<file path="src/rtl/pss_pkg.sv">
package pss_pkg;
  // Number of legal prescaler sizes and log2 of the smallest one.
  localparam int NUM_MOD = 3;
  localparam int MIN_MOD_LOG2 = 3;
  localparam int B_LEGAL_MIN = 3;

  // Largest legal swallow count for selector code i (P-1).
  function automatic int swallow_limit(input int i);
    return (1 << (MIN_MOD_LOG2 + i)) - 1;
  endfunction
endpackage

</file>
<file path="src/rtl/pss_cfg.sv">
module pss_cfg #(
  parameter int BW = 13,
  parameter int AW = 5,
  parameter int PSW = 2,
  parameter logic [BW-1:0] DEF_B = 13'd16,
  parameter logic [AW-1:0] DEF_A = 5'd0
) (
  input  logic          clk,
  input  logic          rst_n,
  input  logic          load,
  input  logic [BW-1:0] req_b,
  input  logic [AW-1:0] req_a,
  input  logic [PSW-1:0] req_psel,
  output logic [BW-1:0] sel_b,
  output logic [AW-1:0] sel_a,
  output logic          err
);
  import pss_pkg::*;

  localparam int NSEL = 1 << PSW;
  localparam logic [BW-1:0] B_MIN = BW'(B_LEGAL_MIN);

  logic [NSEL-1:0] a_fits;
  logic [BW-1:0]   act_b;
  logic [AW-1:0]   act_a;
  logic            req_ok;

  // One range comparator per selector code; unused codes are illegal.
  for (genvar i = 0; i < NSEL; i++) begin : g_lim
    if (i < NUM_MOD) begin : g_legal
      localparam logic [AW-1:0] LIM = AW'(swallow_limit(i));
      assign a_fits[i] = (req_a <= LIM);
    end else begin : g_illegal
      assign a_fits[i] = 1'b0;
    end
  end

  always_comb begin
    req_ok = a_fits[req_psel] && (req_b >= B_MIN) &&
             ({{(BW-AW){1'b0}}, req_a} <= req_b);
    sel_b  = req_ok ? req_b : act_b;
    sel_a  = req_ok ? req_a : act_a;
  end

  always_ff @(posedge clk or negedge rst_n) begin
    if (!rst_n) begin
      act_b <= DEF_B;
      act_a <= DEF_A;
      err   <= 1'b0;
    end else if (load) begin
      if (req_ok) begin
        act_b <= req_b;
        act_a <= req_a;
      end else begin
        err <= 1'b1;
      end
    end
  end

  // the setting kept in use always respects the B floor and A <= B.
  a_r6_held_legal: assert property (@(posedge clk) disable iff (!rst_n)
    (act_b >= B_MIN) && ({{(BW-AW){1'b0}}, act_a} <= act_b));
endmodule

</file>
<file path="src/rtl/pss_main_cnt.sv">
module pss_main_cnt #(
  parameter int BW = 13,
  parameter logic [BW-1:0] RST_VAL = 13'd16
) (
  input  logic          clk,
  input  logic          rst_n,
  input  logic          load,
  input  logic [BW-1:0] load_val,
  output logic          tc
);
  localparam logic [BW-1:0] ONE = BW'(1);

  logic [BW-1:0] left;

  // Counts the clocks left in the period; reaching zero ends it.
  always_ff @(posedge clk or negedge rst_n) begin
    if (!rst_n)    left <= RST_VAL - ONE;
    else if (load) left <= load_val - ONE;
    else           left <= left - ONE;
  end

  assign tc = (left == '0);
endmodule

</file>
<file path="src/rtl/pss_swallow_cnt.sv">
module pss_swallow_cnt #(
  parameter int AW = 5,
  parameter logic [AW-1:0] RST_VAL = 5'd0
) (
  input  logic          clk,
  input  logic          rst_n,
  input  logic          load,
  input  logic [AW-1:0] load_val,
  output logic          busy
);
  localparam logic [AW-1:0] ONE = AW'(1);

  logic [AW-1:0] left;

  // Counts down the P+1 cycles still owed; parks at zero.
  always_ff @(posedge clk or negedge rst_n) begin
    if (!rst_n)           left <= RST_VAL;
    else if (load)        left <= load_val;
    else if (left != '0)  left <= left - ONE;
  end

  assign busy = (left != '0);
endmodule

</file>
<file path="src/rtl/pss_divider.sv">
module pss_divider #(
  parameter int BW = 13,
  parameter int AW = 5,
  parameter int PSW = 2,
  parameter logic [BW-1:0] DEF_B = 13'd16,
  parameter logic [AW-1:0] DEF_A = 5'd0
) (
  input  logic           clk,
  input  logic           rst_n,
  input  logic           hold,
  input  logic [BW-1:0]  cfg_b,
  input  logic [AW-1:0]  cfg_a,
  input  logic [PSW-1:0] cfg_psel,
  output logic           mod_ctl,
  output logic           div_out,
  output logic           cfg_err
);
  logic          tc;
  logic          busy;
  logic          reload;
  logic [BW-1:0] sel_b;
  logic [AW-1:0] sel_a;

  assign reload = hold | tc;

  pss_cfg #(.BW(BW), .AW(AW), .PSW(PSW), .DEF_B(DEF_B), .DEF_A(DEF_A)) u_cfg (
    .clk(clk), .rst_n(rst_n), .load(reload),
    .req_b(cfg_b), .req_a(cfg_a), .req_psel(cfg_psel),
    .sel_b(sel_b), .sel_a(sel_a), .err(cfg_err)
  );

  pss_main_cnt #(.BW(BW), .RST_VAL(DEF_B)) u_main (
    .clk(clk), .rst_n(rst_n), .load(reload), .load_val(sel_b), .tc(tc)
  );

  pss_swallow_cnt #(.AW(AW), .RST_VAL(DEF_A)) u_swallow (
    .clk(clk), .rst_n(rst_n), .load(reload), .load_val(sel_a), .busy(busy)
  );

  assign div_out = tc & ~hold;
  assign mod_ctl = busy & ~hold;

  // the period pulse is a single clock wide (B is at least 3).
  a_r2_single_pulse: assert property (@(posedge clk) disable iff (!rst_n)
    div_out |=> !div_out);

  // once the swallow phase ends, P is kept until the period reloads.
  a_r3_mod_stays_low: assert property (@(posedge clk) disable iff (!rst_n)
    (!mod_ctl && !hold && !div_out) |=> !mod_ctl);

  // after a held clock the counters restart, so no period ends next.
  a_r7_hold_restart: assert property (@(posedge clk) disable iff (!rst_n)
    hold |=> !div_out);

  // the configuration error flag never clears by itself.
  a_r9_err_sticky: assert property (@(posedge clk) disable iff (!rst_n)
    cfg_err |=> cfg_err);
endmodule

</file>
<file path="config.mk">
export PLATFORM = sky130hd
export DESIGN_NAME = pss_divider
export DESIGN_NICKNAME = d
export VERILOG_FILES = /design/src/rtl/pss_pkg.sv /design/src/rtl/pss_cfg.sv /design/src/rtl/pss_main_cnt.sv /design/src/rtl/pss_swallow_cnt.sv /design/src/rtl/pss_divider.sv
export SDC_FILE = /design/constraint.sdc
export NUM_CORES = 1
export LEC_CHECK = 0
export BUFFER_PORTS_ARGS = -buffer_cell sky130_fd_sc_hd__clkbuf_2
export CAP_MARGIN = 40
export CORE_MARGIN = 10
export CORE_UTILIZATION = 63
export DETAILED_ROUTE_END_ITERATION = 12
export GPL_ROUTABILITY_DRIVEN = 0
export PLACE_DENSITY = 0.85
export SLEW_MARGIN = 25
export SYNTH_ARGS = -nofsm -noshare
export SYNTH_HDL_FRONTEND = slang
export SYNTH_HIERARCHICAL = 1
export SYNTH_SLANG_ARGS = --single-unit
export TNS_END_PERCENT = 50
</file>
<file path="constraint.sdc">
create_clock -name clk -period 8.99 [get_ports clk]
set_input_delay 0.4495 -clock clk [delete_from_list [all_inputs] [get_ports clk]]
set_output_delay 0.4495 -clock clk [all_outputs]
set_load 0.005 [all_outputs]
</file>
* Yosys cells after proc, flatten, opt, wreduce, memory -nomap -nowiden *
Index checks and enable logic that the tools add are counted.

word-level totals
  register bits after elaboration = 37
  bits of input ports = 23

cells by class
  add/subtract/negate cells = 3
  $lt $le $gt $ge = 6
  multiplexer cells = 7
  bitwise gates (word level) = 5
  reduce and logical (&&, ||, !) cells = 6

operators by type and width
  operator                                                                              count
  13-bit 2-to-1 mux                                                                     2
  13-bit by 1-bit subtractor with 13-bit output, second input constant                  2
  5-bit 2-to-1 mux                                                                      3
  13-bit by 2-bit greater-or-equal comparator with 1-bit output, second input constant  1
  5-bit by 13-bit less-or-equal comparator with 1-bit output                            1
  13-bit zero test                                                                      1
  5-bit by 3-bit less-or-equal comparator with 1-bit output, second input constant      1
  5-bit by 4-bit less-or-equal comparator with 1-bit output, second input constant      1
  5-bit less-or-equal comparator, second input constant                                 1
  5-bit nonzero test                                                                    1
  5-bit by 1-bit subtractor with 5-bit output, second input constant                    1
  2-bit by 3-bit less-than comparator with 1-bit output, second input constant          1
  1-bit AND                                                                             2
  1-bit binary-select mux with 2-bit select                                             1
  1-bit logical AND                                                                     2
  1-bit inverter                                                                        2
  2-bit AND reduction                                                                   1
  2-bit nonzero test                                                                    1
  1-bit 2-to-1 mux                                                                      1
  1-bit OR                                                                              1

* Longest topological paths before layout *
  word-level depth = 8
  mapped depth = 12
  depth with buffers taken out = 12

* By module *
The synthesis kept the hierarchy.

by module, submodules not included
  module           instances  cells an instance  area an instance (sq um)  sequential area each (sq um)
  pss_cfg          1          88                 1162.4                    476.7
  pss_main_cnt     1          79                 849.6                     330.3
  pss_swallow_cnt  1          27                 280.3                     125.1
  pss_divider      1          3                  18.8                      0.0

* Worst setup path before layout *
No wires, ideal clock.

  path kind = in2reg
  start = in cfg_b[1]
  end = reg u_main.left[11]
  library setup time = 0.128 ns
  data arrival time = 3.289 ns
  data required time = 8.862 ns
  slack = 5.572 ns
  stages = 12
  cells stage by stage = inv_1 > ha_1 > nor2b_1 > o21ai_0 > a311oi_2 > nor2_2 > buf_6 > mux2_2 > or4b_1 > a222oi_1 > nand3b_1 > xor2_1

on the way
  word-level cells in the longest chain between the ends = 6

ends and longest elaborated chain
  element                                                        RTL line            RTL
  from (decl)                                                    pss_divider.sv:11   input logic [BW-1:0] cfg_b,
  13-bit by 2-bit greater-or-equal comparator with 1-bit output  pss_cfg.sv:39       req_ok = a_fits[req_psel] && (req_b >= B_MIN) &&
  1-bit logical AND                                              pss_cfg.sv:39
  1-bit logical AND (*)                                          pss_cfg.sv:39
  13-bit 2-to-1 mux (*)                                          pss_cfg.sv:41       sel_b = req_ok ? req_b : act_b;
  net sel_b[2]                                                   pss_divider.sv:21   logic [BW-1:0] sel_b;
  13-bit by 1-bit subtractor with 13-bit output (*)              pss_main_cnt.sv:18  else if (load) left <= load_val - ONE;
  13-bit 2-to-1 mux (*)                                          pss_main_cnt.sv:18
  to (signal assigned)                                           pss_main_cnt.sv:17  if (!rst_n) left <= RST_VAL - ONE;
  to (signal assigned)                                           pss_main_cnt.sv:18
  to (signal assigned)                                           pss_main_cnt.sv:19  else left <= left - ONE;
  to (decl)                                                      pss_main_cnt.sv:13  logic [BW-1:0] left;

Mark *: on every way through the listed nets, which the timed path passes. The rest lies on a longest branch.
A chain may end at the register's enable or synchronous reset.

* Final worst setup path *
  start = in cfg_b[3]
  end = reg u_main.left[11]

Same word-level chain as after synthesis.

==> run metrics <==
DP HPWL around 3800 um; Comb power frac 30.0%; RSZ-0062 raised after global routing false; Clock power frac roughly 26%; Num CTS Buffers 5; 1st-pass router iterations 4; worst r2r src u_main/left[4]; area of the multi-input gates about 0.0013 mm2; fin. max-slew vios 0; Synth Instances a little under 200; measured slew at the worst slew-check pin about 0.67 ns; # diodes 0; NumNets Final about 260; first-pass GRT wire length roughly 8600 um; Synth Area in Simple Gates between 10 and 15%; CTS H-tree lvls 2; register area 932 um2; Die Y slightly above 80 um; Mapped Nets 227; main combinational cell family by area after synthesis multiplexers; GRT Overall Usage about 17%; Congestion Overflow GR 0; cell area after synthesis around 0.0023 mm2; Critical Path Sink Type flip-flop; via/cell ratio ~6; die width about 81 um; die area 0.00649 mm2; vias in the first global route roughly 1800; cts hold-fix bufs 0; CP Launch Type input pin; Crit Path Class in -> reg; switching power about 190 uW; Synth Area in Compound Gates under 10%; setup-violating endpoint count in the final report 0; status finished, final reports clean; antenna violations before repair 0; wire per inst roughly 19 um; Fin. Hold Viols 0; port bufs 25; Max Cap Violations 0; Residual DRC 0; CTS max path bufs 2; Reg2Reg Depth 9; Synth Area in XOR/XNOR 5.31%; row count 21; Top FF cell, synth dfrtp_1; initial core utilization around 67%; Fin Clk Skew around 0.007 ns; post-synthesis sequential area ratio between 40% and 50%; post-layout minimum cycle time 3.54 ns; Netlist cell types 46; # Post-CTS Setup Buffers 0; flops & latches, synth 37; IO Count 26; Routed Antenna Nets 0; Critical Path AT 3.71 ns; Reg-to-Reg End u_main/left[12]; final worst-path cycle share 39.3%; r2r setup slk approximately 5.6 ns; vias about 1700; PostCTS Resize Cnt 0; Sink Count 37; fmax roughly 280 MHz; Post-synth EDFFs 0; setup TNS 0 ns; Root Buffer clkbuf_8; ys async rst share 100%; Synth Area in Adders 3.79%; yosys warns 6; Sw Share a little under a third; Max IR drop VDD about 0.00011 V; Fillers about 220; Clock transition at path regs about 0.080 ns; Hold Crit Class in -> async; TritonCTS clock tree built; Layout area overhead 12.7%; max_slew headroom a little under three fifths; Internal Power 403 uW; crit path max fanout 17; syn_area_per_cell between 10 and 15 um2; critical path data required time about 9 ns; Core Region approximately 0.0034 mm2; wirelength, routed between 5000 and 6000 um; P_leak ~1.1 nW; Hold WS 0.126 ns; sequential power share 44.1%; DR iter-0 viols between 70 and 80; layout cells sized above 1 37.9%; pwr dens roughly 230 mW/mm2; post-synthesis mux area share between 20 and 30%; worst-skew pair later-pin latency approximately 0.29 ns; largest net degree at the start of global routing 39
## cell usage in the layout (no fill, tap or decap), types with 3 or more instances in the layout
cell type,synthesis,routed
o31ai_1,3,3
o21ai_0,6,6
nor4_1,6,6
ha_1,7,7
clkbuf_2,0,25
nor3_1,4,4
nand2_1,12,12
dfrtp_1,32,32
xnor2_1,9,9
nand3b_1,3,3
clkbuf_8,0,6
mux2_2,27,27
nor2b_1,5,5
inv_1,10,10
mux2i_1,13,13
dfstp_2,5,5
xor2_1,5,5
mux2_4,10,10
## cells in the mapped netlist (all sizes together), types with 3 or more instances
master | n | share of area, %
nor2 | 3 | 0.60
dfrtp | 32 | 35
nor2b | 5 | 1.4
ha | 7 | 3.8
mux2i | 13 | 5.6
nor4 | 6 | 1.6
xnor2 | 9 | 3.4
o21ai | 6 | 1.3
nand2 | 12 | 1.9
o31ai | 3 | 0.97
nor3 | 4 | 0.87
xor2 | 5 | 1.9
buf | 7 | 3.0
dfstp | 5 | 5.7
mux2 | 37 | 20
nand3b | 3 | 0.97
inv | 10 | 1.6
## registers in the layout, summed over array words and instances (netlist names)
register / cells
u_cfg/err: 1
u_cfg/act_a: 5
u_cfg/act_b: 13
u_swallow/left: 5
u_main/left: 13
## worst max-delay path by stage
| stage | startpoint | end | slack (ns) | cells after the start |
|---|---|---|---|---|
| 2_1_floorplan | cfg_b[1] | u_main/left[11] | 5.57 | 12 |
| 5_1_grt | cfg_b[4] | u_main/left[11] | 5.32 | 13 |
| 3_3_place_gp | cfg_b[1] | u_main/left[11] | 5.12 | 12 |
| 4_1_cts | cfg_b[1] | u_main/left[11] | 5.17 | 12 |
| 6_report | cfg_b[3] | u_main/left[11] | 5.45 | 13 |
| 3_5_place_dp | cfg_b[1] | u_main/left[11] | 4.89 | 12 |
## metal layers
metal	routed length, um	global-route usage [%]	vias up
met5	0	0	-
met4	76	5.28	0
met3	337	5.35	10
met2	2540	27.8	58
met1	2240	20.2	820
li1	-	-	781
## logic make-up after synthesis
kind of cell	Yosys count
simple gates	52
fa+ha+maj	7
xor+xnor	14
mux	50
flops	37
compound gates	20
buf+inv	17
## power groups by stage
stage          combinational (mW)  sequential, mW  clock (mW)
2_1_floorplan               0.138           0.248           0
3_3_place_gp                0.163           0.256           0
3_5_place_dp                0.173           0.260           0
4_1_cts                     0.176           0.258       0.154
5_1_grt                     0.195           0.263       0.162
6_report                    0.176           0.259       0.153
## critical path, stage by stage
cell      delay, ns
clkbuf_2       0.12
inv_1          0.07
ha_1           0.31
and3_1         0.20
and3_1         0.20
a311oi_2       0.34
nor2_2         0.11
buf_6          0.18
mux2_2         0.30
or4b_1         0.56
a222oi_1       0.52
nand3b_1       0.16
xor2_1         0.19
## layout make-up
cell class                      instances  share of cell area (%)
Multi-Input combinational cell        143                    49.1
Sequential cell                        37                    35.8
Timing Repair Buffer                   29                    6.87
Clock buffer                            6                    3.17
Tap cell                               46                    2.21
Clock inverter                          2                    1.44
Inverter                               10                    1.44
## stage by stage
stage	total power, mW	worst slack [ns]	utilization, %	area, um2	std cells
after floorplan	0.386	5.57	-	2310	197
after global placement	0.419	5.12	71.0	2440	263
after detailed placement	0.433	4.89	71.8	2470	264
after CTS	0.588	5.17	75.3	2590	272
after global routing	0.620	5.32	75.6	2600	273
final	0.588	5.45	75.6	2600	273
(Power assumes the default switching activity.)
